$ cat src/rtl/lpx_pkg.sv
package lpx_pkg;

    localparam int DATA_W  = 8;
    localparam int N_SIDES = 2;
    localparam int SIDE_A  = 0;
    localparam int SIDE_B  = 1;

    typedef struct packed {
        logic [DATA_W-1:0] data;
        logic              par;
    } lane_t;

    typedef enum logic [1:0] {
        DIR_IDLE  = 2'd0,
        DIR_A2B   = 2'd1,
        DIR_B2A   = 2'd2,
        DIR_CLASH = 2'd3
    } dir_e;

    // Parity bit that makes the total ones count even (odd=0) or odd (odd=1)
    function automatic logic gen_par(input logic [DATA_W-1:0] d, input logic odd);
        return (^d) ^ odd;
    endfunction

    function automatic dir_e decode_dir(input logic ab_n, input logic ba_n);
        dir_e r;
        case ({ab_n, ba_n})
            2'b01:   r = DIR_A2B;
            2'b10:   r = DIR_B2A;
            2'b00:   r = DIR_CLASH;
            default: r = DIR_IDLE;
        endcase
        return r;
    endfunction

endpackage

$ cat src/rtl/lpx_latch.sv
module lpx_latch
    import lpx_pkg::*;
(
    input  logic  clk,
    input  logic  rst,
    input  logic  le,
    input  lane_t d_live,
    input  lane_t d_bus,
    output lane_t q_src,
    output lane_t q_bus
);

    lane_t held;

    always_ff @(posedge clk) begin
        if (rst)
            held <= '0;
        else if (le)
            held <= d_bus;
    end

    always_comb begin
        q_src = le ? d_live : held;
        q_bus = le ? d_bus  : held;
    end

    // a latch closed for two cycles in a row presents an unchanged value
    a_r5_closed_holds: assert property (@(posedge clk) disable iff (rst)
        (!le && !$past(le)) |-> $stable(q_bus));

endmodule

$ cat src/rtl/lpx_drive.sv
module lpx_drive
    import lpx_pkg::*;
(
    input  lane_t src,
    input  logic  pass_sel,
    input  logic  odd_sel,
    output lane_t drv
);

    always_comb begin
        drv.data = src.data;
        drv.par  = pass_sel ? src.par : gen_par(src.data, odd_sel);
    end

endmodule

$ cat src/rtl/lpx_check.sv
module lpx_check
    import lpx_pkg::*;
(
    input  lane_t q,
    input  logic  odd_sel,
    output logic  err_n
);

    always_comb err_n = ~(gen_par(q.data, odd_sel) ^ q.par);

endmodule

$ cat src/rtl/lpx_transceiver.sv
module lpx_transceiver
    import lpx_pkg::*;
(
    input  logic              clk,
    input  logic              rst,
    input  logic [DATA_W-1:0] a_in,
    input  logic              a_par_in,
    output logic [DATA_W-1:0] a_out,
    output logic              a_par_out,
    output logic              a_oe,
    input  logic [DATA_W-1:0] b_in,
    input  logic              b_par_in,
    output logic [DATA_W-1:0] b_out,
    output logic              b_par_out,
    output logic              b_oe,
    input  logic              oe_ab_n,
    input  logic              oe_ba_n,
    input  logic              pass_sel,
    input  logic              odd_sel,
    input  logic              le_a,
    input  logic              le_b,
    output logic              err_a_n,
    output logic              err_b_n
);

    dir_e  dir;
    lane_t live [N_SIDES];
    lane_t src  [N_SIDES];
    lane_t drv  [N_SIDES];
    lane_t bus  [N_SIDES];
    lane_t q    [N_SIDES];
    logic  le   [N_SIDES];
    logic  den  [N_SIDES];
    logic  errn [N_SIDES];

    always_comb begin
        dir          = decode_dir(oe_ab_n, oe_ba_n);
        live[SIDE_A] = '{data: a_in, par: a_par_in};
        live[SIDE_B] = '{data: b_in, par: b_par_in};
        le[SIDE_A]   = le_a;
        le[SIDE_B]   = le_b;
        den[SIDE_A]  = (dir == DIR_B2A);
        den[SIDE_B]  = (dir == DIR_A2B);
    end

    for (genvar s = 0; s < N_SIDES; s++) begin : g_side
        // side s drives a word built from the opposite side's source view
        lpx_drive u_drive (
            .src      (src[N_SIDES-1-s]),
            .pass_sel (pass_sel),
            .odd_sel  (odd_sel),
            .drv      (drv[s])
        );

        always_comb bus[s] = den[s] ? drv[s] : live[s];

        lpx_latch u_latch (
            .clk    (clk),
            .rst    (rst),
            .le     (le[s]),
            .d_live (live[s]),
            .d_bus  (bus[s]),
            .q_src  (src[s]),
            .q_bus  (q[s])
        );

        lpx_check u_check (
            .q       (q[s]),
            .odd_sel (odd_sel),
            .err_n   (errn[s])
        );
    end

    always_comb begin
        a_out     = drv[SIDE_A].data;
        a_par_out = drv[SIDE_A].par;
        a_oe      = den[SIDE_A];
        b_out     = drv[SIDE_B].data;
        b_par_out = drv[SIDE_B].par;
        b_oe      = den[SIDE_B];
        err_a_n   = errn[SIDE_A];
        err_b_n   = errn[SIDE_B];
    end

    // an open A latch passes A data straight onto B
    a_r1_b_follows_a: assert property (@(posedge clk) disable iff (rst)
        (!oe_ab_n && oe_ba_n && le_a) |-> (b_oe && b_out == a_in));

    // never both sides driven; idle drives nothing
    a_r2_single_driver: assert property (@(posedge clk) disable iff (rst)
        !(a_oe && b_oe));
    a_r2_idle_quiet: assert property (@(posedge clk) disable iff (rst)
        (oe_ab_n == oe_ba_n) |-> (!a_oe && !b_oe));

    // generated word carries the selected total parity
    a_r3_gen_word: assert property (@(posedge clk) disable iff (rst)
        (b_oe && !pass_sel) |-> ((^{b_out, b_par_out}) == odd_sel));

    // feed-through forwards the incoming parity bit
    a_r4_feed_par: assert property (@(posedge clk) disable iff (rst)
        (!oe_ab_n && oe_ba_n && pass_sel && le_a) |-> (b_par_out == a_par_in));

    // source flag tracks the live A word when A latch is open
    a_r6_src_flag: assert property (@(posedge clk) disable iff (rst)
        (!oe_ab_n && oe_ba_n && le_a) |-> (err_a_n == ((^{a_in, a_par_in}) == odd_sel)));

    // loopback through the open destination latch
    a_r7_gen_loop: assert property (@(posedge clk) disable iff (rst)
        (!oe_ba_n && oe_ab_n && !pass_sel && le_a) |-> err_a_n);
    a_r7_feed_mirror: assert property (@(posedge clk) disable iff (rst)
        (!oe_ab_n && oe_ba_n && pass_sel && le_b) |-> (err_b_n == err_a_n));

    // closed source latch keeps the driven word steady
    a_r8_src_hold: assert property (@(posedge clk) disable iff (rst)
        (!oe_ab_n && oe_ba_n && !le_a && !$past(le_a) &&
         $stable(pass_sel) && $stable(odd_sel) && $past(!oe_ab_n && oe_ba_n))
        |-> ($stable(b_out) && $stable(b_par_out)));

endmodule

$ cat config.mk
export PLATFORM = sky130hd
export DESIGN_NAME = lpx_transceiver
export DESIGN_NICKNAME = d
export VERILOG_FILES = /design/src/rtl/lpx_pkg.sv /design/src/rtl/lpx_latch.sv /design/src/rtl/lpx_drive.sv /design/src/rtl/lpx_check.sv /design/src/rtl/lpx_transceiver.sv
export SDC_FILE = /design/constraint.sdc
export NUM_CORES = 1
export LEC_CHECK = 0
export ABC_AREA = 1
export BUFFER_PORTS_ARGS = -buffer_cell sky130_fd_sc_hd__buf_2
export CAP_MARGIN = 20
export CORE_ASPECT_RATIO = 1.4
export CORE_UTILIZATION = 55
export CTS_BUF_LIST = sky130_fd_sc_hd__clkbuf_8
export CTS_CLUSTER_SIZE = 30
export DETAILED_ROUTE_END_ITERATION = 12
export GPL_TIMING_DRIVEN = 1
export PLACE_DENSITY = 0.9
export SLEW_MARGIN = 20
export SYNTH_ARGS = -nofsm -noshare
export SYNTH_HDL_FRONTEND = slang
export SYNTH_SLANG_ARGS = --single-unit
$ cat constraint.sdc
create_clock -name clk -period 3.5 [get_ports clk]
set_clock_uncertainty 0.2 [all_clocks]
set_input_delay 0.7 -clock clk [delete_from_list [all_inputs] [get_ports clk]]
set_output_delay 0.7 -clock clk [all_outputs]
set_load 0.05 [all_outputs]
==> results.yml <==
placement:
  dp_cells: 445
  hpwl_um: 3900
  port_buffers: 47
  gp_congestion: 0.920
synthesis:
  syn_area_um2: 1920
  syn-num-nets: 387
  synthDistinctLibCells: 25
  yosys_register_bits: 18
  syn_area_per_cell_um2: 5.31
  synth_cells: 361
  yosysSeqAreaShare_pct: 18.8
  yosys_warnings: 0
sta:
  slew_headroom_pct: 75.9
  fin_crit_ns: 3.31
  rsz0062_at_grt: "no"
  finalSetupViolations: 0
  hold_violations: 0
  worst_pin_slew_ns: 0.361
  report.final.slew_viol_count: 0
  min_period_over_period_pct: 94.4
  max_freq_ghz: 0.303
  tns_ns: 0
worst_setup_path:
  slowest_delay_ns: 0.23
  worstPathArrival_ns: 2.41
  start_kind: "input pin"
  cp.required_ns: 2.60
  critPathMaxFanout: 9
  worstSetupPathType: "input pin to output port"
  crit_slowest_cell: "clkinv_1"
  crit_top_cell: "nand2_1"
  crit_path_cell_trace: "buf_2 > inv_1 > nand2_1 > clkinv_1 > nand3_1 > nand2_1 > nand2_1 > inv_1 > nand2_1 > nand2_1 > nand2_1 > nand2_1 > nand2_1 > nand3_1 > nand2_1 > nand3_1 > nand2_1 > clkbuf_4"
  endpoint_kind: "output port"
detailed_routing:
  ant_nets: 0
  avgRoutedWirePerCell_um: 10.6
  vias_per_cell: 4.91
  routed_wl_um: 4750
  drc: 0
  vias: 2201
  drt_pass1_iterations: 5
  drt_iter0_markers: 42
die:
  ios: 48
  rows: 25
  fp.coreArea_um2: 3350
  start_util_pct: 57.3
  die_h_um: 71.9
  die-area_um2: 3730
  die_w_um: 51.9
worst_hold_path:
  hp-class: "register to register"
final_layout:
  top_register: "g_side.u_latch.held"
  areaGrowthSynthToFinish_pct: 15.7
  regArea_um2: 360
  n_fill_cell: 326
  post-route-util_pct: 66.3
  n_antenna_cell: 0
  reg_top3: "g_side.u_latch.held (18)"
  fin_cells: 448
  fin_nets: 436
  mostFrequentLayoutCells: "nand2_1 (169), buf_2 (45), inv_1 (44)"
  drive_gt1_share_pct: 20.3
  multi_input_area_um2: 1300
  largest_reg_flops: 18
  final_common_cell: "nand2_1"
cts:
  htreeDepth: 1
  cts-buffers-inserted: 3
  cts_sinks: 18
  postCtsHoldBufs: 0
  clockBufferDepth: 2
  clk_pin_slew_ns: 0.07
  clock_latency_ns: 0.26
  root_buffer: "clkbuf_8"
  cts_tree: "done"
global_routing:
  grt_pass1_wl_um: 8140
  grt_pass1_vias: 2050
  grt.total_usage_pct: 28.3
  grt_max_degree: 19
  antenna_found_initial: 0
  grt-ovfl-total: 0
flow_run:
  cap_violations: 0
status:
  status: "completed"
power_and_ir_drop:
  ir_drop_mv: 0.243
  p_total_uw: 794
  power_leakage_nw: 1.42
  p_per_area_nw_per_um2: 358
==> worst max-delay path: cells and delay by family <==
kind	cells	cell delay [ns]
simple gates	13	1.03
buf+inv	5	0.68
==> metal layers <==
layer	part of all wire, %	GRT usage [%]	routed length, µm	vias up
met3	5.1	3.18	244	11
met2	53	51.9	2510	50
met5	0	0	0	-
met1	40	31.7	1880	957
li1	-	-	-	1183
met4	2.5	11.7	117	0
==> cells in the mapped netlist <==
cell type	count	share of area (%)
nor2_2	1	0.33
o21ai_0	5	1.3
nor2_1	34	6.7
a21oi_1	17	4.4
clkbuf_8	2	1.4
nand2_4	4	2.3
o21ai_1	1	0.26
buf_1	1	0.20
buf_4	1	0.39
o21ai_2	1	0.46
nand3_2	2	1.0
buf_6	3	1.8
inv_2	4	0.78
nor2_4	2	1.2
inv_1	44	8.6
clkinv_1	1	0.20
dfxtp_1	18	19
nand4_1	1	0.33
xor2_1	5	2.3
clkbuf_1	1	0.20
xnor2_1	6	2.7
nand2_2	12	3.9
o21ai_4	1	0.85
nand2_1	170	33
nand3_1	24	6.3
==> kinds of logic (layout without fill, tap and decap cells) <==
kind of cell	count (synthesis)	in the layout	synth area share, %
compound gates	25	25	7.31
xor+xnor	11	11	5.02
buf+inv	57	104	13.6
flops	18	18	18.8
simple gates	250	250	55.3
==> cell type report <==
class                   instances  area share (%)
flip-flops and latches         18            16.2
repair buffers                 52            12.5
multi-input cells             286            58.6
clock buffers                   3            1.86
inverters                      49            8.52
well taps                      40            2.26
==> report_power, final <==
group	switching (mW)	internal (mW)
logic	0.294	0.126
clock network	0.0738	0.0767
registers	0.00464	0.218
total	0.373	0.421
==> worst paths after layout <==
path / start / endpoint / slack (ns) / cells past startpoint
hold reg to reg: g_side[1].u_latch.held[0] / g_side[1].u_latch.held[0] / 0.33 / 2
setup reg to reg: g_side[1].u_latch.held[6] / g_side[0].u_latch.held[0] / 1.80 / 13
setup / recovery: oe_ba_n / err_a_n / 0.19 / 18
hold / removal: g_side[1].u_latch.held[0] / g_side[1].u_latch.held[0] / 0.33 / 2
==> repair_timing <==
action	CTS	global route
setup endpoints to repair	0	2
gates resized for setup	0	7
buffers inserted	0	0
==> stage by stage <==
step                cell area (µm²)  hold WS (ns)  worst slack (ns)
floorplan                      1920         0.288             0.135
global placement               2160         0.304             0.168
detailed placement             2160         0.324             0.110
CTS                            2210         0.335            0.0988
global route                   2220         0.370            0.0193
finish                         2220         0.333             0.195
Power figures use the tool's default switching activity.
